`config.mk`:
```
export PLATFORM = sky130hd
export DESIGN_NAME = tmr_evtgen
export DESIGN_NICKNAME = d
export VERILOG_FILES = /design/src/rtl/tmr_evt_pkg.sv /design/src/rtl/tmr_cmd_decode.sv /design/src/rtl/tmr_counter.sv /design/src/rtl/tmr_flags.sv /design/src/rtl/tmr_capture.sv /design/src/rtl/tmr_evtgen.sv
export SDC_FILE = /design/constraint.sdc
export NUM_CORES = 1
export LEC_CHECK = 0
export BUFFER_PORTS_ARGS = -buffer_cell sky130_fd_sc_hd__buf_2
export CORE_ASPECT_RATIO = 0.75
export CORE_MARGIN = 2
export CORE_UTILIZATION = 35
export CTS_CLUSTER_SIZE = 24
export DETAILED_ROUTE_END_ITERATION = 12
export SYNTH_ARGS = -nofsm -noshare
export SYNTH_HDL_FRONTEND = slang
export SYNTH_HIERARCHICAL = 1
export SYNTH_SLANG_ARGS = --single-unit
```
`constraint.sdc`:
```
create_clock -name clk -period 3 [get_ports clk]
set_input_delay 0.3 -clock clk [delete_from_list [all_inputs] [get_ports clk]]
set_output_delay 0.3 -clock clk [all_outputs]
set_load 0.005 [all_outputs]
```
`src/rtl/tmr_evt_pkg.sv`:
```
package tmr_evt_pkg;
    localparam int EV_N    = 8;
    localparam int CH_N    = 4;
    localparam int EV_UPD  = 0;
    localparam int EV_CC1  = 1;
    localparam int EV_COM  = 5;
    localparam int EV_TRG  = 6;
    localparam int EV_BRK  = 7;
    localparam int COMP_CH = 3;
    localparam int OCM_W   = 3;

    localparam logic [1:0] MODE_UP     = 2'd0;
    localparam logic [1:0] MODE_DOWN   = 2'd1;
    localparam logic [1:0] MODE_CENTER = 2'd2;
endpackage

```
`src/rtl/tmr_cmd_decode.sv`:
```
module tmr_cmd_decode
    import tmr_evt_pkg::*;
#(
    parameter int CMD_W = 16
) (
    input  logic             we,
    input  logic [CMD_W-1:0] wdata,
    output logic [EV_N-1:0]  ev
);
    logic unused_rsvd;

    always_comb begin
        ev = we ? wdata[EV_N-1:0] : '0;
    end

    assign unused_rsvd = ^wdata[CMD_W-1:EV_N];
endmodule

```
`src/rtl/tmr_counter.sv`:
```
module tmr_counter
    import tmr_evt_pkg::*;
#(
    parameter int CNT_W = 16,
    parameter int PSC_W = 16
) (
    input  logic             clk,
    input  logic             rst_n,
    input  logic             en,
    input  logic [1:0]       mode,
    input  logic [PSC_W-1:0] psc_ratio,
    input  logic [CNT_W-1:0] arr,
    input  logic             sw_upd,
    output logic [CNT_W-1:0] cnt,
    output logic             hw_upd
);
    localparam logic [CNT_W-1:0] CNT_ONE = CNT_W'(1);
    localparam logic [PSC_W-1:0] PSC_ONE = PSC_W'(1);

    typedef struct packed {
        logic [PSC_W-1:0] psc;
        logic [CNT_W-1:0] cnt;
        logic             down;
    } cnt_st_t;

    cnt_st_t st_d, st_q;
    logic    tick;

    always_comb begin
        st_d   = st_q;
        hw_upd = 1'b0;
        tick   = en && (st_q.psc == psc_ratio);
        if (sw_upd) begin
            st_d.psc  = '0;
            st_d.cnt  = (mode == MODE_DOWN) ? arr : '0;
            st_d.down = 1'b0;
        end else if (en) begin
            if (tick) begin
                st_d.psc = '0;
                case (mode)
                    MODE_DOWN: begin
                        if (st_q.cnt == '0) begin
                            st_d.cnt = arr;
                            hw_upd   = 1'b1;
                        end else begin
                            st_d.cnt = st_q.cnt - CNT_ONE;
                        end
                    end
                    MODE_CENTER: begin
                        if (!st_q.down) begin
                            if (st_q.cnt >= arr) begin
                                st_d.down = 1'b1;
                                st_d.cnt  = (st_q.cnt == '0) ? '0 : st_q.cnt - CNT_ONE;
                                hw_upd    = 1'b1;
                            end else begin
                                st_d.cnt = st_q.cnt + CNT_ONE;
                            end
                        end else begin
                            if (st_q.cnt == '0) begin
                                st_d.down = 1'b0;
                                st_d.cnt  = (arr == '0) ? '0 : CNT_ONE;
                                hw_upd    = 1'b1;
                            end else begin
                                st_d.cnt = st_q.cnt - CNT_ONE;
                            end
                        end
                    end
                    default: begin
                        if (st_q.cnt >= arr) begin
                            st_d.cnt = '0;
                            hw_upd   = 1'b1;
                        end else begin
                            st_d.cnt = st_q.cnt + CNT_ONE;
                        end
                    end
                endcase
            end else begin
                st_d.psc = st_q.psc + PSC_ONE;
            end
        end
    end

    always_ff @(posedge clk or negedge rst_n) begin
        if (!rst_n) begin
            st_q <= '0;
        end else begin
            st_q <= st_d;
        end
    end

    assign cnt = st_q.cnt;
endmodule

```
`src/rtl/tmr_flags.sv`:
```
module tmr_flags
    import tmr_evt_pkg::*;
(
    input  logic                 clk,
    input  logic                 rst_n,
    input  logic [EV_N-1:0]      ev,
    input  logic                 hw_upd,
    input  logic [CH_N-1:0]      ch_in,
    input  logic                 clr_we,
    input  logic [EV_N+CH_N-1:0] clr_wdata,
    input  logic [EV_N-1:0]      ien,
    input  logic [EV_N-1:0]      den,
    output logic [EV_N-1:0]      flags,
    output logic [CH_N-1:0]      ovc,
    output logic [EV_N-1:0]      irq,
    output logic [EV_N-1:0]      dma
);
    typedef struct packed {
        logic [EV_N-1:0] flags;
        logic [CH_N-1:0] ovc;
        logic [EV_N-1:0] irq;
        logic [EV_N-1:0] dma;
    } flg_st_t;

    flg_st_t                st_d, st_q;
    logic [EV_N-1:0]        set_v;
    logic [CH_N-1:0]        ovc_set;
    logic [EV_N+CH_N-1:0]   keep;

    always_comb begin
        set_v         = ev;
        set_v[EV_UPD] = ev[EV_UPD] | hw_upd;
        for (int i = 0; i < CH_N; i++) begin
            ovc_set[i] = ev[EV_CC1+i] & ch_in[i] & st_q.flags[EV_CC1+i];
        end
        keep       = clr_we ? clr_wdata : '1;
        st_d.flags = (st_q.flags & keep[EV_N-1:0]) | set_v;
        st_d.ovc   = (st_q.ovc & keep[EV_N +: CH_N]) | ovc_set;
        st_d.irq   = set_v & ien;
        st_d.dma   = set_v & den;
    end

    always_ff @(posedge clk or negedge rst_n) begin
        if (!rst_n) begin
            st_q <= '0;
        end else begin
            st_q <= st_d;
        end
    end

    assign flags = st_q.flags;
    assign ovc   = st_q.ovc;
    assign irq   = st_q.irq;
    assign dma   = st_q.dma;
endmodule

```
`src/rtl/tmr_capture.sv`:
```
module tmr_capture
    import tmr_evt_pkg::*;
#(
    parameter int CNT_W = 16
) (
    input  logic                  clk,
    input  logic                  rst_n,
    input  logic [CH_N-1:0]       cc_ev,
    input  logic [CH_N-1:0]       ch_in,
    input  logic [CNT_W-1:0]      cnt,
    output logic [CH_N*CNT_W-1:0] cap_flat
);
    for (genvar g = 0; g < CH_N; g++) begin : g_ch
        logic [CNT_W-1:0] cap_d, cap_q;

        always_comb begin
            cap_d = (cc_ev[g] && ch_in[g]) ? cnt : cap_q;
        end

        always_ff @(posedge clk or negedge rst_n) begin
            if (!rst_n) begin
                cap_q <= '0;
            end else begin
                cap_q <= cap_d;
            end
        end

        assign cap_flat[g*CNT_W +: CNT_W] = cap_q;
    end
endmodule

```
`src/rtl/tmr_evtgen.sv`:
```
module tmr_evtgen
    import tmr_evt_pkg::*;
#(
    parameter int CMD_W = 16,
    parameter int CNT_W = 16,
    parameter int PSC_W = 16
) (
    input  logic                         clk,
    input  logic                         rst_n,
    input  logic                         cmd_we,
    input  logic [CMD_W-1:0]             cmd_wdata,
    input  logic                         clr_we,
    input  logic [EV_N+CH_N-1:0]         clr_wdata,
    input  logic                         cnt_en,
    input  logic [1:0]                   cnt_mode,
    input  logic [PSC_W-1:0]             psc_ratio,
    input  logic [CNT_W-1:0]             arr,
    input  logic [CH_N-1:0]              ch_is_input,
    input  logic [EV_N-1:0]              irq_en,
    input  logic [EV_N-1:0]              dma_en,
    input  logic                         moe_set,
    input  logic                         ccpc,
    input  logic [2*COMP_CH-1:0]         pre_chen,
    input  logic [OCM_W*COMP_CH-1:0]     pre_ocm,
    output logic [CNT_W-1:0]             cnt,
    output logic [CH_N*CNT_W-1:0]        cap_val,
    output logic [EV_N-1:0]              flags,
    output logic [CH_N-1:0]              ovc,
    output logic [EV_N-1:0]              irq_pulse,
    output logic [EV_N-1:0]              dma_pulse,
    output logic                         moe,
    output logic [2*COMP_CH-1:0]         act_chen,
    output logic [OCM_W*COMP_CH-1:0]     act_ocm
);
    typedef struct packed {
        logic                     moe;
        logic [2*COMP_CH-1:0]     chen;
        logic [OCM_W*COMP_CH-1:0] ocm;
    } ctl_st_t;

    logic [EV_N-1:0] ev_w;
    logic            hw_upd_w;
    ctl_st_t         ctl_d, ctl_q;

    tmr_cmd_decode #(.CMD_W(CMD_W)) u_dec (
        .we    (cmd_we),
        .wdata (cmd_wdata),
        .ev    (ev_w)
    );

    tmr_counter #(.CNT_W(CNT_W), .PSC_W(PSC_W)) u_cnt (
        .clk       (clk),
        .rst_n     (rst_n),
        .en        (cnt_en),
        .mode      (cnt_mode),
        .psc_ratio (psc_ratio),
        .arr       (arr),
        .sw_upd    (ev_w[EV_UPD]),
        .cnt       (cnt),
        .hw_upd    (hw_upd_w)
    );

    tmr_flags u_flg (
        .clk       (clk),
        .rst_n     (rst_n),
        .ev        (ev_w),
        .hw_upd    (hw_upd_w),
        .ch_in     (ch_is_input),
        .clr_we    (clr_we),
        .clr_wdata (clr_wdata),
        .ien       (irq_en),
        .den       (dma_en),
        .flags     (flags),
        .ovc       (ovc),
        .irq       (irq_pulse),
        .dma       (dma_pulse)
    );

    tmr_capture #(.CNT_W(CNT_W)) u_cap (
        .clk      (clk),
        .rst_n    (rst_n),
        .cc_ev    (ev_w[EV_CC1 +: CH_N]),
        .ch_in    (ch_is_input),
        .cnt      (cnt),
        .cap_flat (cap_val)
    );

    always_comb begin
        ctl_d = ctl_q;
        if (moe_set) begin
            ctl_d.moe = 1'b1;
        end
        if (ev_w[EV_BRK]) begin
            ctl_d.moe = 1'b0;
        end
        if (ev_w[EV_COM] && ccpc) begin
            ctl_d.chen = pre_chen;
            ctl_d.ocm  = pre_ocm;
        end
    end

    always_ff @(posedge clk or negedge rst_n) begin
        if (!rst_n) begin
            ctl_q <= '0;
        end else begin
            ctl_q <= ctl_d;
        end
    end

    assign moe      = ctl_q.moe;
    assign act_chen = ctl_q.chen;
    assign act_ocm  = ctl_q.ocm;
endmodule

```
## After elaboration in Yosys (flattened, before gate mapping)

Cells that the tools add are included.

| operators by class | value |
|---|---|
| multiply operators | 0 |
| divide/modulo/power cells | 0 |
| bitwise operators | 15 |
| add/sub/neg operators | 3 |
| eq/ne operators | 3 |
| magnitude comparators | 1 |
| shift operators | 0 |
| reductions and logical operators | 14 |
| muxes and demuxes | 26 |

Operators with widths:

| kind | number |
|---|---|
| $mux 16 | 7 |
| $mux 33 | 2 |
| $mux 17 | 2 |
| $add 16x1->16 const B | 2 |
| $logic_not 16->1 | 2 |
| $pmux 16 s2 | 1 |
| $and 8x8->8 | 3 |
| $eq 16x16->1 | 1 |
| $ge 16x16->1 | 1 |
| $sub 16x1->16 const B | 1 |
| $mux 12 | 1 |
| $mux 1 | 11 |
| $and 1x1->1 | 8 |
| $mux 8 | 1 |
| $or 8x8->8 | 1 |
| $reduce_bool 2->1 | 4 |
| $logic_and 1x1->1 | 6 |
| $and 4x4->4 | 1 |
| $or 4x4->4 | 1 |
| $reduce_and 3->1 | 1 |
| $eq 2x1->1 const B | 1 |
| $eq 2x2->1 const B | 1 |
| $pmux 1 s2 | 1 |
| $reduce_and 2->1 | 1 |
| $or 1x1->1 | 1 |

| storage, ports and cells | value |
|---|---|
| memories | 0 |
| latch bits | 0 |
| bits of input ports | 104 |
| memory bits (writable) | 0 |
| logic and storage cells | 76 |
| output and inout port bits | 124 |
| bits in read-only memories | 0 |
| bits in registers | 141 |

## Logic depth before layout (Yosys ltp)

| logic depth | value |
|---|---|
| word-level depth | 9 |
| depth in mapped cells | 11 |
| gate-level depth less buffers | 11 |

## By module

The synthesis kept the hierarchy.

By module, submodules not included:

| module | area each (um^2) | cells each | instances | seq. area each (um^2) |
|---|---|---|---|---|
| tmr_counter | 3597.2 | 468 | 1 | 825.8 |
| tmr_capture | 2583.7 | 136 | 1 | 1601.5 |
| tmr_flags | 992.2 | 71 | 1 | 700.7 |
| tmr_evtgen | 631.9 | 35 | 1 | 400.4 |
| tmr_cmd_decode | 50.0 | 8 | 1 | 0.0 |

## Worst setup path after synthesis

OpenSTA, ideal clock, no wires.

| timing path | value |
|---|---|
| kind | reg2reg |
| start point | register u_cnt.st_q (netlist bit u_cnt/cnt[1]) |
| end point | register u_cnt.st_q (netlist bit u_cnt/cnt[2]) |
| path buffers | 0 |
| slack | 0.476 ns |
| required time | 2.860 ns |
| clock period less this slack | 2.524 ns |
| stages on the path, launching flop included | 9 |
| setup time | 0.140 ns |
| data arrival time | 2.384 ns |
| cell sequence | dfrtp_1 > ha_1 > nor2b_1 > o211a_1 > o311ai_2 > nand4b_1 > o211a_2 > a2111oi_0 > a211oi_1 |

| between the ends | value |
|---|---|
| word-level cells in the longest chain between the ends | 8 |
| elaborated cells on any way between the ends | 14 |
| classes of those cells | add/sub (2); order compare (1); mux (10); reduce/logical (1) |

Ends and longest elaborated chain:

| item | RTL line | source |
|---|---|---|
| start, declared | tmr_counter.sv:26 | `cnt_st_t st_d, st_q;` |
| start signal, assigned | tmr_counter.sv:87 | `st_q <= st_d;` |
| $sub 16x1->16 or $logic_not 16->1 (tied branches) | -- |  |
| $mux 16 | tmr_counter.sv:53 | `st_d.cnt = (st_q.cnt == '0) ? '0 : st_q.cnt - CNT_ONE;` |
| $mux 16 | tmr_counter.sv:51 | `if (st_q.cnt >= arr) begin` |
| $mux 17 | tmr_counter.sv:50 | `if (!st_q.down) begin` |
| $pmux 16 s2 * | tmr_counter.sv:40 | `case (mode)` |
| $mux 17 * | tmr_counter.sv:38 | `if (tick) begin` |
| $mux 33 * | tmr_counter.sv:37 | `end else if (en) begin` |
| $mux 33 * | tmr_counter.sv:33 | `if (sw_upd) begin` |

Mark *: on every way between the ends. The rest lies on a longest branch, timed or not. The select of a mux whose other input is x is not followed.
A chain may end at the register's enable or synchronous reset.

==> reports/qor.txt <==
CELLS AND AREA
--------------------------------------------------------------------------------
Diodes inserted ...................................................            0
Area of all placed cells without fillers ..........................   9910 sq um
Util after Layout .................................................        45.0%
Filler-free cell count of the finished design .....................         1253
Layout net count ..................................................         1071
Most frequent cells in the layout ................................. 218 x buf_2, 141 x dfrtp_1, 59 x nand2_1
Share of post-route cells with drive strength above 1 .............        40.9%
Multi-input logic area ............................................   3870 sq um
Leading cell type in the layout, fill and taps excluded ...........        buf_2
Count of filler cells inserted in the layout ......................         2131
Synthesis-to-finish area growth ...................................        26.2%
Area taken by flip-flops and latches ..............................   3530 sq um

GRT
--------------------------------------------------------------------------------
Maximum number of pins on one net before global-route repair ......           50
Top Usage Layer GRT ...............................................         met2
Met1 layer usage reported by global route .........................        28.0%
Met2 capacity usage during global routing .........................        30.4%
Wire length of the first global-routing pass ......................      35.9 mm
Vias in the first global route ....................................         6201
GRT Util Overall ..................................................        19.7%
Number of antenna violations at the first check in global routing .            0
M3 GR Usage .......................................................        5.17%
Overflow left after global routing ................................            0

JOB
--------------------------------------------------------------------------------
Max_cap viols .....................................................            0

CRITICAL PATH
--------------------------------------------------------------------------------
Signal arrival time at the worst endpoint .........................      3070 ps
CP Capture Type ...................................................     register
Critical Path RT ..................................................      3300 ps
Kind of start point of the critical path ..........................     register
Worst stage delay on the critical path ............................       390 ps
Worst Path Max Fanout .............................................            5
Ordered list of cells on the worst path ........................... ha_1 -> nor2b_1 -> o211a_1 -> o311ai_2 -> nand4b_1 -> and2_1 -> o21ai_0 -> a21oi_1 -> nor2_1 -> o21ai_1
Critical path type ................................................ register to register
CP max-delay cell .................................................      dfrtp_1

DRT
--------------------------------------------------------------------------------
Drt first pass iters ..............................................            5
Number of DRC markers after the initial detailed-route iteration ..          452
Post-detailed-route DRC marker count ..............................            0
Via Count .........................................................         6342
Antenna-violating nets left .......................................            0
Final routed wirelength across all metal layers ...................      23.3 mm
Via-per-instance ratio ............................................         5.06
Average wire length per cell after detail routing .................      18.6 um

FLOORPLANNING
--------------------------------------------------------------------------------
Starting utilization of the core area .............................        35.6%
Die Ht ............................................................       134 um
Die area ..........................................................  23700 sq um
Site Rows .........................................................           47
Core region area ..................................................  22100 sq um
I/O pin count .....................................................          228
Chip width ........................................................       177 um

SYNTH
--------------------------------------------------------------------------------
Synthesized area ..................................................   7860 sq um
Sequential element share of the synthesized area ..................        44.9%
Flip-flop cell with the highest count after synthesis .............      dfrtp_1
Synth warnings ....................................................            6
Number of instances in the synthesized netlist ....................          718
Number of synthesized flops with an enable pin ....................            0
Post-synthesis net count ..........................................          843
Library cells used by synthesis ...................................           72
Flops & latches, synth ............................................          141
Mean instance size in the synthesized netlist .....................   10.9 sq um
Post-synthesis async set-or-reset flop share ......................         100%

PLACEMENT
--------------------------------------------------------------------------------
HPWL after DPL ....................................................      17.3 mm
Port Buf Inserts ..................................................          219
Instance area at placement ........................................   9290 sq um
Routability cong. .................................................        0.858
Placed cells ......................................................         1220

CLOCK NETWORK
--------------------------------------------------------------------------------
Clock insertion delay at the later pin of the skew report .........       420 ps
Total CTS buffers .................................................           17
TritonCTS clock tree ..............................................        built
TritonCTS sink count ..............................................          141
Clock slew at reported path FFs ...................................        70 ps
H-tree lvl count ..................................................            4
Root Driver .......................................................    clkbuf_16
CTS Buffer Depth ..................................................            2

POWER
--------------------------------------------------------------------------------
Power per unit of standard cell area ..............................  609 nW/um^2
Reported leakage power ............................................   0.00486 uW
Worst voltage drop across the vdd grid ............................       379 uV

STA
--------------------------------------------------------------------------------
Final count of pins violating max slew ............................            0
Setup violators final .............................................            0
Fraction of the cycle the final worst path needs ..................        92.6%
Slew @ Worst Pin ..................................................       610 ps
Final Critical Period .............................................      2780 ps
Total Negative Setup Slacks .......................................         0 ps
Rel. slew slack ...................................................        59.2%
RSZ-0062 raised after global routing ..............................           no
Number of hold violations in the final report .....................            0
Worst-case clock skew .............................................      7.81 ps
Highest clock frequency the design can meet .......................      360 MHz

OUTCOME
--------------------------------------------------------------------------------
Status ............................................................ finished, final reports clean

MIN PATH
--------------------------------------------------------------------------------
Path type of the worst min-delay path ............................. input port to register

-- cell usage after synthesis, types with 3 or more instances --
| master | n | area [sq um] |
|---|---|---|
| and2_1 | 26 | 163 |
| nand2_1 | 59 | 221 |
| mux2_4 | 50 | 751 |
| o2111ai_1 | 3 | 26.3 |
| nor4_1 | 7 | 43.8 |
| o21ai_1 | 3 | 15.0 |
| nand4_1 | 15 | 93.8 |
| buf_4 | 16 | 120 |
| ha_1 | 21 | 263 |
| a21o_1 | 7 | 52.6 |
| nand3_1 | 13 | 65.1 |
| a31oi_1 | 5 | 31.3 |
| a21oi_1 | 26 | 130 |
| buf_6 | 6 | 67.6 |
| o21ai_0 | 17 | 85.1 |
| nand4b_1 | 3 | 26.3 |
| dfrtp_1 | 141 | 3530 |
| o31ai_1 | 6 | 45.0 |
| nor3_1 | 13 | 65.1 |
| nor2b_1 | 6 | 37.5 |
| nor2_1 | 50 | 188 |
| o21a_1 | 4 | 30.0 |
| or4_1 | 4 | 30.0 |
| mux2_2 | 30 | 338 |
| buf_12 | 3 | 60.1 |
| a32o_1 | 4 | 40.0 |
| buf_2 | 8 | 40.0 |
| and3_1 | 4 | 25.0 |
| xor2_1 | 10 | 87.6 |
| nand2b_1 | 12 | 75.1 |
| a211oi_1 | 6 | 45.0 |
| a221oi_1 | 5 | 43.8 |
| inv_1 | 31 | 116 |
| xnor2_1 | 31 | 272 |
| o211ai_1 | 11 | 82.6 |
| nand2_4 | 3 | 33.8 |
| clkbuf_1 | 14 | 52.6 |
-- per-stage QoR --
| stage | hold WS [ps] | worst slack [ps] | total power, uW |
|---|---|---|---|
| 2_1_floorplan | 4.41 | 476 | 3230 |
| 3_3_place_gp | 273 | 193 | 3880 |
| 3_5_place_dp | 267 | 156 | 3920 |
| 4_1_cts | 64.1 | 218 | 6120 |
| 5_1_grt | 65.3 | 14.0 | 6380 |
| 6_report | 91.5 | 223 | 6040 |
-- power breakdown --
part	switching (uW)	total (uW)	internal, uW	leakage [uW]
Sequential	187	2400	2210	0.00175
Clock	1030	2170	1140	0.000299
Combinational	715	1480	766	0.00280
Total	1930	6040	4120	0.00486
-- flip-flops by register name (all words and copies together) (netlist names) --
register          cells
act_chen              6
u_flg/ovc             4
u_flg/flags           8
act_ocm               9
u_flg/dma             8
u_cnt/st_q           17
u_flg/irq             8
u_cap/g_ch.cap_q     64
moe                   1
u_cnt/cnt            16
-- cells by family after synthesis --
logic type	after synthesis	synth area share (%)
AND/OR/NAND/NOR	235	16.4
flip-flops	141	44.9
AO/OA/AOI/OAI	120	10.9
multiplexers	81	14.0
buffers and inverters	79	5.86
XOR/XNOR	41	4.57
adder cells (fa/ha/maj)	21	3.34
-- worst max-delay path: cells and delay by family, from the launching register on --
kind / cells / cell delay, ps
flip-flops: 1 / 390
AO/OA/AOI/OAI: 5 / 1010
adder cells (fa/ha/maj): 1 / 300
AND/OR/NAND/NOR: 4 / 940
-- path summary, 6_finish.rpt --
check | slack [ps] | cells after the start | start | endpoint
min reg2reg | 480 | 1 | u_flg/flags[6]$_DFF_PN0_ | u_flg/flags[6]$_DFF_PN0_
min in group asynchronous | 360 | 2 | rst_n | u_cnt/cnt[14]$_DFFE_PN0P_
max reg2reg | 220 | 10 | u_cnt/cnt[1]$_DFFE_PN0P_ | u_flg/flags[0]$_DFF_PN0_
max | 220 | 10 | u_cnt/cnt[1]$_DFFE_PN0P_ | u_flg/flags[0]$_DFF_PN0_
max in group asynchronous | 1640 | 3 | rst_n | act_chen[4]$_DFFE_PN0P_
min | 90 | 2 | dma_en[3] | u_flg/dma[3]$_DFF_PN0_
-- cell type report --
cell class | count | area share, %
Timing Repair Buffer | 257 | 14.3
Multi-Input combinational cell | 498 | 39.1
Clock inverter | 15 | 1.91
Sequential cell | 141 | 35.6
Clock buffer | 17 | 4.29
Tap cell | 294 | 3.71
Inverter | 31 | 1.17
-- metal layers --
layer	wire length (um)	part of all wire [%]
met1	11100	47
met3	1730	7.4
met4	190	0.82
met5	0	0
met2	10300	44
-- timing repair --
action                                 4_1_cts  5_1_grt
resized for setup                            0        0
hold buffers                                 1        0
endpoints found under the hold margin       47        0
buffers inserted                             0        0
No activity file was read; power rests on OpenSTA's default activity.
